$ cat src/rtl/clkout_pwrdn_pkg.sv
package clkout_pwrdn_pkg;

  // Power sequencing states, run in the rising-edge domain of the output clock
  typedef enum logic [2:0] {
    ST_INIT  = 3'd0,  // waiting for the first power-good rise
    ST_LOCK  = 3'd1,  // PLL on, waiting for lock before opening gates
    ST_RUN   = 3'd2,  // gates open (subject to per-output enables)
    ST_DRAIN = 3'd3,  // gates commanded shut, waiting to see them closed
    ST_OFF   = 3'd4   // gates shut and PLL off
  } seq_state_e;

endpackage

$ cat src/rtl/bit_sync.sv
module bit_sync #(
  parameter int WIDTH  = 1,
  parameter int STAGES = 2   // must be at least 2
) (
  input  logic             clk,
  input  logic             rst,
  input  logic [WIDTH-1:0] d_i,
  output logic [WIDTH-1:0] q_o
);

  logic [STAGES-1:0][WIDTH-1:0] chain_q;

  always_ff @(posedge clk) begin
    if (rst) chain_q <= '0;
    else     chain_q <= {chain_q[STAGES-2:0], d_i};
  end

  assign q_o = chain_q[STAGES-1];

endmodule

$ cat src/rtl/pd_sequencer.sv
module pd_sequencer
  import clkout_pwrdn_pkg::*;
#(
  parameter int FS_W     = 2,
  parameter int SA_W     = 2,
  parameter int LOCK_CYC = 16
) (
  input  logic            clk,
  input  logic            rst,
  input  logic            pin_sync_i,   // synchronised power-good / power-down level
  input  logic            gates_off_i,  // every gate flop closed (falling-edge domain)
  input  logic [FS_W-1:0] strap_fs_i,
  input  logic [SA_W-1:0] strap_sa_i,
  output logic            master_en_o,
  output logic            pll_on_o,
  output logic [FS_W-1:0] strap_fs_o,
  output logic [SA_W-1:0] strap_sa_o
);

  localparam int CW = $clog2(LOCK_CYC + 1);
  localparam logic [CW-1:0] LOCK_LAST = CW'(LOCK_CYC - 1);

  seq_state_e    state_q, state_d;
  logic [CW-1:0] cnt_q;
  logic          low_q;      // synchronised level was low on the previous edge
  logic          armed_q;    // straps already captured
  logic          rise;
  logic          qual_low;

  // Rise: high now, low on the previous edge. Qualified low: low on two edges in a row.
  assign rise     = pin_sync_i & low_q;
  assign qual_low = ~pin_sync_i & low_q;

  always_comb begin
    state_d = state_q;
    unique case (state_q)
      ST_INIT:  if (rise) state_d = ST_LOCK;
      ST_LOCK: begin
        if (qual_low)                state_d = ST_OFF;
        else if (cnt_q == LOCK_LAST) state_d = ST_RUN;
      end
      ST_RUN:   if (qual_low)    state_d = ST_DRAIN;
      ST_DRAIN: if (gates_off_i) state_d = ST_OFF;
      ST_OFF:   if (pin_sync_i)  state_d = ST_LOCK;
      default:  state_d = ST_INIT;
    endcase
  end

  always_ff @(posedge clk) begin
    if (rst) begin
      state_q     <= ST_INIT;
      cnt_q       <= '0;
      low_q       <= 1'b1;
      armed_q     <= 1'b0;
      strap_fs_o  <= '0;
      strap_sa_o  <= '0;
      master_en_o <= 1'b0;
      pll_on_o    <= 1'b0;
    end else begin
      state_q     <= state_d;
      low_q       <= ~pin_sync_i;
      cnt_q       <= (state_q == ST_LOCK && state_d == ST_LOCK) ? cnt_q + 1'b1 : '0;
      master_en_o <= (state_d == ST_RUN);
      pll_on_o    <= (state_d == ST_LOCK) || (state_d == ST_RUN) || (state_d == ST_DRAIN);
      if (state_q == ST_INIT && rise) begin
        armed_q    <= 1'b1;
        strap_fs_o <= strap_fs_i;
        strap_sa_o <= strap_sa_i;
      end
    end
  end

  // the PLL request only drops once the falling-edge gates report closed
  a_r6_pll_off_after_gates: assert property (@(posedge clk) disable iff (rst)
    $fell(pll_on_o) |-> gates_off_i);

  // once captured, the straps never move until reset
  a_r2_straps_hold: assert property (@(posedge clk) disable iff (rst)
    (armed_q && $past(armed_q)) |-> ($stable(strap_fs_o) && $stable(strap_sa_o)));

  // the gate command is withdrawn only after two consecutive low samples
  a_r4_qualified_drop: assert property (@(posedge clk) disable iff (rst)
    $fell(master_en_o) |-> (!$past(pin_sync_i) && !$past(pin_sync_i, 2)));

  // the edge after a reset leaves the PLL request off
  a_r1_reset_pll_off: assert property (@(posedge clk)
    $past(rst) |-> !pll_on_o);

endmodule

$ cat src/rtl/out_gate_bank.sv
module out_gate_bank #(
  parameter int N_OUT = 4
) (
  input  logic             clk,
  input  logic             rst,
  input  logic             master_en_i,
  input  logic [N_OUT-1:0] en_sync_i,
  output logic [N_OUT-1:0] dif_p_o,
  output logic [N_OUT-1:0] dif_n_o,
  output logic             fb_p_o,
  output logic             fb_n_o,
  output logic             gates_off_o
);

  logic [N_OUT-1:0] gate_q;
  logic             fb_gate_q;

  // Gate flops change only while the clock is low, so no pulse is cut short
  always_ff @(negedge clk) begin
    if (rst) begin
      gate_q    <= '0;
      fb_gate_q <= 1'b0;
    end else begin
      gate_q    <= en_sync_i & {N_OUT{master_en_i}};
      fb_gate_q <= master_en_i;
    end
  end

  for (genvar g = 0; g < N_OUT; g++) begin : g_pair
    assign dif_p_o[g] = clk & gate_q[g];
    assign dif_n_o[g] = ~clk & gate_q[g];
  end

  assign fb_p_o      = clk & fb_gate_q;
  assign fb_n_o      = ~clk & fb_gate_q;
  assign gates_off_o = ~(|gate_q) & ~fb_gate_q;

  // with the master command low through a cycle, no gate is open
  a_r10_gated_when_down: assert property (@(posedge clk) disable iff (rst)
    !master_en_i |-> (gate_q == '0 && !fb_gate_q));

  // the feedback gate follows the master command regardless of enables
  a_r7_fb_runs: assert property (@(posedge clk) disable iff (rst)
    (master_en_i && $past(master_en_i)) |-> fb_gate_q);

endmodule

$ cat src/rtl/clkout_pwrdn_ctrl.sv
module clkout_pwrdn_ctrl #(
  parameter int N_OUT       = 4,
  parameter int FS_W        = 2,
  parameter int SA_W        = 2,
  parameter int SYNC_STAGES = 2,
  parameter int LOCK_CYC    = 16
) (
  input  logic             clk,
  input  logic             rst,
  input  logic             pg_pd_n,
  input  logic [N_OUT-1:0] en_i,
  input  logic [FS_W-1:0]  strap_fs_i,
  input  logic [SA_W-1:0]  strap_sa_i,
  output logic [N_OUT-1:0] dif_p_o,
  output logic [N_OUT-1:0] dif_n_o,
  output logic             fb_p_o,
  output logic             fb_n_o,
  output logic             pll_on_o,
  output logic [FS_W-1:0]  strap_fs_o,
  output logic [SA_W-1:0]  strap_sa_o
);

  logic             pin_sync;
  logic [N_OUT-1:0] en_sync;
  logic             master_en;
  logic             gates_off;

  bit_sync #(.WIDTH(1), .STAGES(SYNC_STAGES)) u_pin_sync (
    .clk (clk), .rst (rst), .d_i (pg_pd_n), .q_o (pin_sync)
  );

  bit_sync #(.WIDTH(N_OUT), .STAGES(SYNC_STAGES)) u_en_sync (
    .clk (clk), .rst (rst), .d_i (en_i), .q_o (en_sync)
  );

  pd_sequencer #(.FS_W(FS_W), .SA_W(SA_W), .LOCK_CYC(LOCK_CYC)) u_seq (
    .clk         (clk),
    .rst         (rst),
    .pin_sync_i  (pin_sync),
    .gates_off_i (gates_off),
    .strap_fs_i  (strap_fs_i),
    .strap_sa_i  (strap_sa_i),
    .master_en_o (master_en),
    .pll_on_o    (pll_on_o),
    .strap_fs_o  (strap_fs_o),
    .strap_sa_o  (strap_sa_o)
  );

  out_gate_bank #(.N_OUT(N_OUT)) u_gates (
    .clk         (clk),
    .rst         (rst),
    .master_en_i (master_en),
    .en_sync_i   (en_sync),
    .dif_p_o     (dif_p_o),
    .dif_n_o     (dif_n_o),
    .fb_p_o      (fb_p_o),
    .fb_n_o      (fb_n_o),
    .gates_off_o (gates_off)
  );

endmodule

$ cat config.mk
export PLATFORM = sky130hd
export DESIGN_NAME = clkout_pwrdn_ctrl
export DESIGN_NICKNAME = d
export VERILOG_FILES = /design/src/rtl/clkout_pwrdn_pkg.sv /design/src/rtl/bit_sync.sv /design/src/rtl/pd_sequencer.sv /design/src/rtl/out_gate_bank.sv /design/src/rtl/clkout_pwrdn_ctrl.sv
export SDC_FILE = /design/constraint.sdc
export NUM_CORES = 1
export LEC_CHECK = 0
export ABC_AREA = 0
export BUFFER_PORTS_ARGS = -buffer_cell sky130_fd_sc_hd__buf_2
export CAP_MARGIN = 20
export CORE_ASPECT_RATIO = 0.8
export CORE_UTILIZATION = 30
export CTS_BUF_LIST = sky130_fd_sc_hd__clkbuf_8
export DETAILED_ROUTE_END_ITERATION = 8
export GPL_TIMING_DRIVEN = 1
export PLACE_DENSITY = 0.45
export SYNTH_ARGS = -nofsm -noshare
export SYNTH_HDL_FRONTEND = slang
export SYNTH_SLANG_ARGS = --single-unit
$ cat constraint.sdc
create_clock -name clk -period 2.31 [get_ports clk]
set_clock_uncertainty 0.1 [all_clocks]
set_input_delay 0.462 -clock clk [delete_from_list [all_inputs] [get_ports clk]]
set_output_delay 0.462 -clock clk [all_outputs]
set_load 0.005 [all_outputs]
Yosys cells after proc, flatten, opt, wreduce, memory -nomap -nowiden. Cells that the tools add are included. W data, S select, Z words.

Reductions and logical operators: 7. Equality and inequality tests: 8. Add/sub/neg operators: 1. Bitwise operators: 19. Mux-type cells: 7.

Operators with widths (count): $mux W3 (6); $pmux W3 S5 (1); $and A1 B1 Y1 (13); $eq A3 B2 Y1 const B (4); $eq A3 B1 Y1 const B (2); $add A5 B1 Y5 const B (1); $eq A5 B4 Y1 const B (1); $not A1 Y1 (5); $and A4 B4 Y4 (1); $reduce_or A4 Y1 (1); $eq A3 B3 Y1 const B (1); $logic_not A3 Y1 (1); $logic_and A1 B1 Y1 (2); $logic_or A1 B1 Y1 (2); $reduce_or A2 Y1 (1).

Output and inout port bits: 15. Input port bits: 11. Register bits after elaboration: 30.

Longest topological paths before layout. Gate-level depths: netlist of run 1.

Word-level depth: 9. Gate-level depth with buffers: 7. Gate-level depth less buffers: 7.

Modules after synthesis. From an unflattened synthesis of run 1, not the netlist that was laid out.

Cells, all modules: 118. Area total of the unflattened synthesis: 1163.6 um2.

By module, submodules not included: pd_sequencer (cells each 70, area each 654.4 um2, sequential area each 300.3 um2, times used 1); bit_sync at u_en_sync (cells each 20, area each 240.2 um2, sequential area each 160.2 um2, times used 1); out_gate_bank (cells each 24, area each 216.5 um2, sequential area each 100.1 um2, times used 1); bit_sync at u_pin_sync (cells each 4, area each 52.6 um2, sequential area each 40.0 um2, times used 1).

==> results.cfg, run 1 <==
[synth]
synth_nets = 127
yosysSeqAreaShare_pct = 52.9
synthDistinctLibCells = 29
avgSynthCellArea_um2 = 9.95
yosysWarnings = 0
ys_seq_elements = 30
synth_area_um2 = 1130
synth_cells = 114

[sta]
worst_pin_slew_ns = 0.457
setup_viol = 22
hold_viol = 0
rsz0062_at_grt = yes
setup_ws_ns = -0.417
drv_slew = 0
tns_ns = -4.60
maxSlewHeadroom_pct = 69.3

[global_routing]
gr-total-overflow = 0
grt_pass1_vias = 889
track_usage_pct = 12.6
antenna_found_initial = 0
grt_pass1_wl_um = 3420
grt_max_degree = 19

[critical_path]
slowest_delay_ns = 0.31
start_kind = register
crit_chain = and2_1 -> buf_2
worst_ep_arrival_time_ns = 2.17
path_class = register to primary output
required_ns = 1.75
crit_path_max_fanout = 3
end_kind = primary output
slowest_stage = dfxtp_2

[power]
switching_power_w = 0.000307
p_total_w = 0.00137
p_sw_share_pct = 22.4
comb_power_share_pct = 3.1
peakVddDrop_mv = 0.309
intPower_w = 0.00106
power.leakage_nw = 0.703
p_clk_share_pct = 57.6
pwr_density_cell_nw_per_um2 = 863
seq_power_share_pct = 39.3

[drt]
vias = 859
first_pass_iters = 5
via_per_inst = 4.34
drc_errors = 3
final_antenna_net_count = 0
wire_per_inst_um = 10.1
dr.first_iter.drc_count = 26
wirelength_um = 2000

[finish]
fin_cells = 198
drive_above_1_share_pct = 39.1
fin_area_um2 = 1590
antenna_cells = 0
area_growth_pct = 39.9
post-route-util_pct = 45.1
layout_common_cells = dfxtp_1 (25), buf_2 (23), nor2b_1 (17)
final_common_cell = dfxtp_1
nNetsFinal = 168
n_fill_cell = 349

[place]
dp_cells = 179
detailed_place_hpwl_um = 1370
placed_area_um2 = 1320
place_congestion = 0.689
port_buffers = 25

[floorplan]
die_area_um2 = 4030
start_util_pct = 32.3
io-pin-count = 26
die_w_um = 70.8
dieHeight_um = 57.0
design.core.area_um2 = 3520
rows = 19

[clock_tree]
clk_pin_slew_ns = 0.06
clock_latency_ns = 0.45
cts_tree = done

[flow_run]
maxCapViolCount = 0

[status]
outcome = finished with violations
failed_checks = DRC, setup timing

[hold_path]
hp-class = input port to register
## Yosys cell counts
cell type | number | area share (%)
clkbuf_1 | 3 | 0.99
o21ai_0 | 1 | 0.44
nand3_1 | 2 | 0.88
a21oi_1 | 3 | 1.3
or3_1 | 1 | 0.55
dfxtp_1 | 30 | 53
a21oi_2 | 2 | 1.5
nor2_1 | 12 | 4.0
inv_1 | 3 | 0.99
mux2i_1 | 4 | 3.5
buf_2 | 1 | 0.44
nor2b_1 | 18 | 9.9
xnor2_1 | 1 | 0.77
nor4_4 | 1 | 1.9
and2b_2 | 2 | 1.5
nand4_1 | 1 | 0.55
nand2b_1 | 4 | 2.2
ha_1 | 2 | 2.2
and3_1 | 2 | 1.1
nor4_2 | 1 | 1.1
and2_1 | 9 | 5.0
and2b_4 | 1 | 0.88
nor3b_1 | 1 | 0.66
nand2_1 | 3 | 0.99
a311oi_1 | 1 | 0.77
nor3_1 | 2 | 0.88
a211oi_1 | 1 | 0.66
xor2_1 | 1 | 0.77
nor4_1 | 1 | 0.55
## final cells by class
type                    count  area [µm²]  area share (%)
clock buffers              20         200            12.6
inverters                   2        7.51           0.473
clock inverters             7        52.6            3.31
well taps                  42        52.6            3.31
multi-input cells          77         548            34.5
flip-flops and latches     30         607            38.2
repair buffers             20         120            7.57
## final timing paths
check / startpoint / to / slack, ns / cells past startpoint
max: u_gates.gate_q[2] / dif_p_o[2] / -0.42 / 2
min reg2reg: u_pin_sync.chain_q[0] / u_pin_sync.q_o / 0.33 / 1
max reg2reg: u_gates.gate_q[1] / u_seq.pll_on_o / -0.25 / 5
min: en_i[3] / u_en_sync.chain_q[3] / 0.18 / 2
## power by group through the flow
stage                     clock network [W]   logic, W  registers [W]
after global placement            0.0000167  0.0000424       0.000548
after global routing               0.000855  0.0000488       0.000539
after floorplan                   0.0000522  0.0000271       0.000548
after CTS                          0.000802  0.0000430       0.000538
after detailed placement          0.0000167  0.0000429       0.000548
final                              0.000789  0.0000430       0.000538
## critical path: cells and delay by family (launching register included)
kind | cells | cell delay (ns)
buffers and inverters | 1 | 0.12
flip-flops | 1 | 0.31
AND/OR/NAND/NOR | 1 | 0.13
## logic make-up (layout without fill, tap and decap cells)
group / Yosys count / count (layout) / share of synthesized area, %
flops: 30 / 30 / 52.9
xor+xnor: 2 / 2 / 1.54
fa+ha+maj: 2 / 2 / 2.20
simple gates: 61 / 61 / 32.6
compound gates: 8 / 8 / 4.74
mux: 4 / 4 / 3.53
buf+inv: 7 / 49 / 2.43
## repair_timing
action,CTS,global route
hold endpoints to repair,0,0
resized for setup,5,12
pin swaps,3,5
endpoints found under the setup margin,22,24
setup buffers,2,1
hold buffers,0,0
## sequential cells by signal, summed over array words and instances (netlist names)
register	cells
u_seq.strap_sa_o	2
u_en_sync.chain_q	4
u_seq.low_q	1
u_seq.master_en_o	1
u_gates.gate_q	4
u_en_sync.q_o	4
u_seq.state_q	3
u_seq.strap_fs_o	2
u_pin_sync.q_o	1
u_seq.cnt_q	5
u_gates.fb_gate_q	1
u_pin_sync.chain_q	1
u_seq.pll_on_o	1
## through the flow
stage / hold slack, ns / setup slack, ns
2_1_floorplan: 0.305 / -0.0109
3_3_place_gp: 0.320 / -0.0696
3_5_place_dp: 0.322 / -0.110
4_1_cts: 0.169 / -0.435
5_1_grt: 0.186 / -0.490
6_report: 0.181 / -0.417
## metal layers
layer | global-route usage (%) | up-vias | part of all wire (%) | wire length [µm]
met4 | 13.1 | 0 | 3.3 | 65
met1 | 12.1 | 374 | 48 | 950
li1 | - | 453 | - | -
met5 | 0 | - | 0 | 0
met2 | 15.4 | 25 | 39 | 786
met3 | 11.1 | 7 | 9.7 | 194
Note: power is estimated with default switching activity, not from simulation.
==> inputs of run 2 (changes only) <==
CORE_MARGIN = 3   (was unset)
==> results.cfg, run 2 (synthesized netlist as in run 1, its figures left out) <==
[critical_path]
path_class = register to primary output
start_kind = register
worst_ep_arrival_time_ns = 2.18
slowest_delay_ns = 0.32
crit_chain = and2_1 -> buf_2
end_kind = primary output
crit_path_max_fanout = 3
slowest_stage = dfxtp_2
crit_family = flip-flops
required_ns = 1.75
worst-path-buf-inv = 1

[sta]
maxSlewHeadroom_pct = 70.8
setup_ws_ns = -0.429
worst_pin_slew_ns = 0.437
drv_slew = 0
rsz0062_at_grt = yes
setup_viol = 24
hold_viol = 0

[drt]
dr.first_iter.drc_count = 19
wire_per_inst_um = 10.6
wirelength_um = 2130
final_antenna_net_count = 0
vias = 857
via_per_inst = 4.26
drc_errors = 0
first_pass_iters = 3

[status]
failed_checks = setup timing
outcome = finished with violations

[floorplan]
io-pin-count = 26
start_util_pct = 32.0
rows = 19
die_area_um2 = 4560
die_w_um = 74.8
design.core.area_um2 = 3540
dieHeight_um = 61.0

[finish]
drive_above_1_share_pct = 39.6
layout_common_cells = dfxtp_1 (25), buf_2 (24), nor2b_1 (16)
regMostFlops = u_seq.cnt_q
antenna_cells = 0
post-route-util_pct = 44.6
largest_reg_flops = 5
nNetsFinal = 170
final_common_cell = dfxtp_1
area_growth_pct = 39.3
n_fill_cell = 359

[power]
power.leakage_nw = 0.707
peakVddDrop_mv = 0.357
pwr_density_cell_nw_per_um2 = 805

[place]
place_ws_ns = -0.115
detailed_place_hpwl_um = 1410
port_buffers = 25
place_congestion = 0.683

[flow_run]
maxCapViolCount = 0

[global_routing]
track_usage_pct = 11.4
grt_pass1_vias = 853
grt_pass1_wl_um = 3410
antenna_found_initial = 0
grt_max_degree = 19
gr-total-overflow = 0

[clock_tree]
clock_latency_ns = 0.45
clk_pin_slew_ns = 0.06
cts_tree = done
cts_hold_buf = 0

[hold_path]
hp-class = input port to register
[run 2: changes by cell type in the layout (fill, tap and decap cells not counted)]
cell	before	now
and2_1	7	8
and2_4	2	1
buf_2	23	24
buf_4	3	5
buf_6	4	3
bufinv_16	1	0
clkinv_2	0	1
inv_1	8	9
nor2b_1	17	16
nor2b_4	1	2
[run 2: layer usage]
metal	routed length, µm	track usage, %	vias up	part of all wire [%]
met3	180	10.1	6	8.4
li1	-	-	457	-
met5	0	0	-	0
met1	1030	11.5	368	48
met4	39	14.7	0	1.8
met2	885	11.8	26	41
[run 2: worst paths after layout]
kind                                         endpoint  slack, ns                   from  cells after the start
worst max-delay path                       dif_p_o[3]      -0.43      u_gates.gate_q[3]                      2
worst min-delay path            u_pin_sync.chain_q[0]       0.19                pg_pd_n                      2
worst max register to register         u_seq.pll_on_o      -0.28      u_gates.gate_q[3]                      5
worst min register to register         u_pin_sync.q_o       0.33  u_pin_sync.chain_q[0]                      1
[run 2: area by class of cell]
class / instances / area [µm²] / area share [%]
Multi-Input combinational cell: 77 / 553 / 35.0
Inverter: 2 / 7.51 / 0.475
Clock buffer: 20 / 194 / 12.3
Sequential cell: 30 / 607 / 38.4
Tap cell: 42 / 52.6 / 3.33
Clock inverter: 8 / 31.3 / 1.98
Timing Repair Buffer: 22 / 135 / 8.55
[run 2: what timing repair did]
action	in CTS	in global routing
pin swaps	3	6
buffers inserted	3	2
endpoints found under the setup margin	22	24
gates resized for setup	5	12
[run 2: worst reg2reg max path, cell delays in order, from the launching register on]
cell and delay, ns:
dfxtp_2 0.32, buf_6 0.12, nor3_4 0.20, nand2_2 0.10, a311oi_2 0.31, a21oi_1 0.10
[run 2: power breakdown]
group | switching, W | total (W) | internal (W)
combinational | 0.0000196 | 0.0000429 | 0.0000234
clock | 0.000290 | 0.000691 | 0.000401
sequential | 0.00000693 | 0.000538 | 0.000531
total | 0.000316 | 0.00127 | 0.000955
[run 2: through the flow]
| stage | cells | cell area, µm² | TNS, ns | total power [W] | hold slack [ns] |
|---|---|---|---|---|---|
| after CTS | 199 | 1520 | -4.93 | 0.00127 | 0.180 |
| after global routing | 201 | 1580 | -5.53 | 0.00135 | 0.188 |
| final | 201 | 1580 | -4.87 | 0.00127 | 0.191 |
| after floorplan | 114 | 1150 | -0.0109 | 0.000627 | 0.305 |
| after detailed placement | 179 | 1320 | -0.179 | 0.000609 | 0.325 |
| after global placement | 179 | 1320 | -0.101 | 0.000608 | 0.321 |
==> inputs of run 3 (changes only) <==
SKIP_LAST_GASP = 1   (was unset)
SYNTH_HIERARCHICAL = 1   (was unset)
==> results.cfg, run 3 <==
[floorplan]
die_w_um = 75.6
die_area_um2 = 4670
dieHeight_um = 61.7
io-pin-count = 26
design.core.area_um2 = 3570
rows = 19
start_util_pct = 32.6

[critical_path]
crit_chain = or4_4 -> nor2_4 -> nor4bb_4 -> a31oi_1 -> a21boi_2 -> o22ai_1
r2r_slack_ns = -0.65
startpoint = u_gates/gate_q[3]
r2r_start = u_gates/gate_q[3]
path_class = register to register
worst_ep_arrival_time_ns = 3.13
rr_worst_depth = 6
slowest_delay_ns = 0.54
reg2reg_to = u_seq/pll_on_o
worst-path-buf-inv = 0
start_kind = register
required_ns = 2.48
slowest_stage = or4_4
end_kind = register
crit_family = simple AND/OR/NAND/NOR gates
crit_path_max_fanout = 3

[flow_run]
maxCapViolCount = 0

[finish]
area_growth_pct = 41.9
largest_reg_flops = 5
layout_common_cells = dfxtp_1 (26), buf_2 (21), nor2b_1 (16)
n_fill_cell = 348
regMostFlops = u_seq/cnt_q
post-route-util_pct = 46.3
final_common_cell = dfxtp_1
nNetsFinal = 172
antenna_cells = 0
drive_above_1_share_pct = 40.4

[synth]
synth.most_common_cell = dfxtp_1
synth_top_area_share_pct = 51.6
synthDistinctLibCells = 34
avgSynthCellArea_um2 = 9.86
synth_cells = 118
synth_area_leader_cell = dfxtp_1
yosysSeqAreaShare_pct = 51.6
synth-edff-count = 0
synth_area_um2 = 1160
yosys-top-cells-area = dfxtp_1 (52%), nor2b_1 (9.7%), nor2_1 (4.5%)
ys_seq_elements = 30
yosys_most_used_dff = dfxtp_1
yosysWarnings = 6
synthArstFlopShare_pct = 0
synth_nets = 131
netlist_top_cells_count = dfxtp_1 (30), nor2b_1 (18), nor2_1 (14), and2_1 (8)

[drt]
dr.first_iter.drc_count = 47
wire_per_inst_um = 11.2
wirelength_um = 2280
vias = 914
final_antenna_net_count = 0
drc_errors = 0
via_per_inst = 4.50
first_pass_iters = 4

[hold_path]
min_path_cells = 2
hold_end = u_en_sync/chain_q[0]
hp-start = en_i[0]
hp-class = input port to register

[sta]
maxSlewHeadroom_pct = 70.7
setup_ws_ns = -0.651
drv_slew = 0
rsz0062_at_grt = yes
hold_viol = 0
worst_pin_slew_ns = 0.438
holdWs_ns = 0.188
setup_viol = 25

[clock_tree]
clock_latency_ns = 0.45
clk_pin_slew_ns = 0.07
cts_tree = done
cts_hold_buf = 0

[global_routing]
grt_pass1_wl_um = 3750
grt_pass1_vias = 897
track_usage_pct = 11.5
gr-total-overflow = 0
grt_max_degree = 19
antenna_found_initial = 0

[power]
peakVddDrop_mv = 0.366
pwr_density_cell_nw_per_um2 = 839
power.leakage_nw = 0.737

[status]
outcome = finished with violations
failed_checks = setup timing

[place]
place_congestion = 0.912
port_buffers = 25
detailed_place_hpwl_um = 1510
[run 3: power breakdown]
part / internal [W] / leakage [nW] / switching, W / total (W)
clock network: 0.000489 / 0.207 / 0.000314 / 0.000802
logic: 0.0000240 / 0.284 / 0.0000215 / 0.0000455
registers: 0.000530 / 0.247 / 0.00000735 / 0.000537
[run 3: logic make-up after synthesis]
kind of cell | count (synthesis) | synth area share (%)
buffers and inverters | 10 | 4.52
AOI/OAI and AO/OA | 10 | 6.13
muxes | 4 | 3.44
and+or+nand+nor | 60 | 30.6
xor gates and xnor gates | 2 | 1.51
adders and majority gates | 2 | 2.15
DFF | 30 | 51.6
[run 3: worst max path at each step]
| stage | end | slack, ns | cells past startpoint |
|---|---|---|---|
| after CTS | u_seq/pll_on_o | -0.65 | 6 |
| after detailed placement | u_seq/pll_on_o | -0.58 | 6 |
| after global routing | u_seq/pll_on_o | -0.73 | 6 |
| after floorplan | u_seq/master_en_o | -0.43 | 6 |
| after global placement | u_seq/master_en_o | -0.50 | 6 |
| final | u_seq/pll_on_o | -0.65 | 6 |
[run 3: what timing repair did]
item,in CTS,in global routing
pin swaps,5,5
endpoints found under the setup margin,25,25
gates resized for setup,9,17
setup buffers,0,3
[run 3: final cells by class]
type                    instances  area (µm²)  area share, %
flip-flops and latches         30         608           36.8
multi-input cells              78         574           34.8
clock inverters                 9        67.6           4.09
repair buffers                 22         139           8.41
inverters                       3        11.3          0.682
well taps                      42        52.6           3.18
clock buffers                  19         199           12.0
[run 3: routing by layer]
layer | GRT usage (%) | wire [µm]
met3 | 7.23 | 122
met5 | 0 | 0
met2 | 15.4 | 1030
met4 | 8.73 | 29
met1 | 13.1 | 1100
[run 3: worst reg2reg max path, delay by kind of cell, from the launching register on]
family,cells,cell delay (ns)
simple gates,3,0.74
compound gates,3,0.48
flops,1,0.30
[run 3: through the flow]
stage	instance area, µm²	power [W]	TNS [ns]	setup slack [ns]	cells
after floorplan	1170	0.000632	-1.66	-0.426	118
after global placement	1350	0.000610	-2.45	-0.498	184
after detailed placement	1350	0.000612	-2.76	-0.582	184
after CTS	1560	0.00139	-7.78	-0.653	201
after global routing	1650	0.00146	-8.40	-0.732	203
final	1650	0.00138	-7.56	-0.651	203
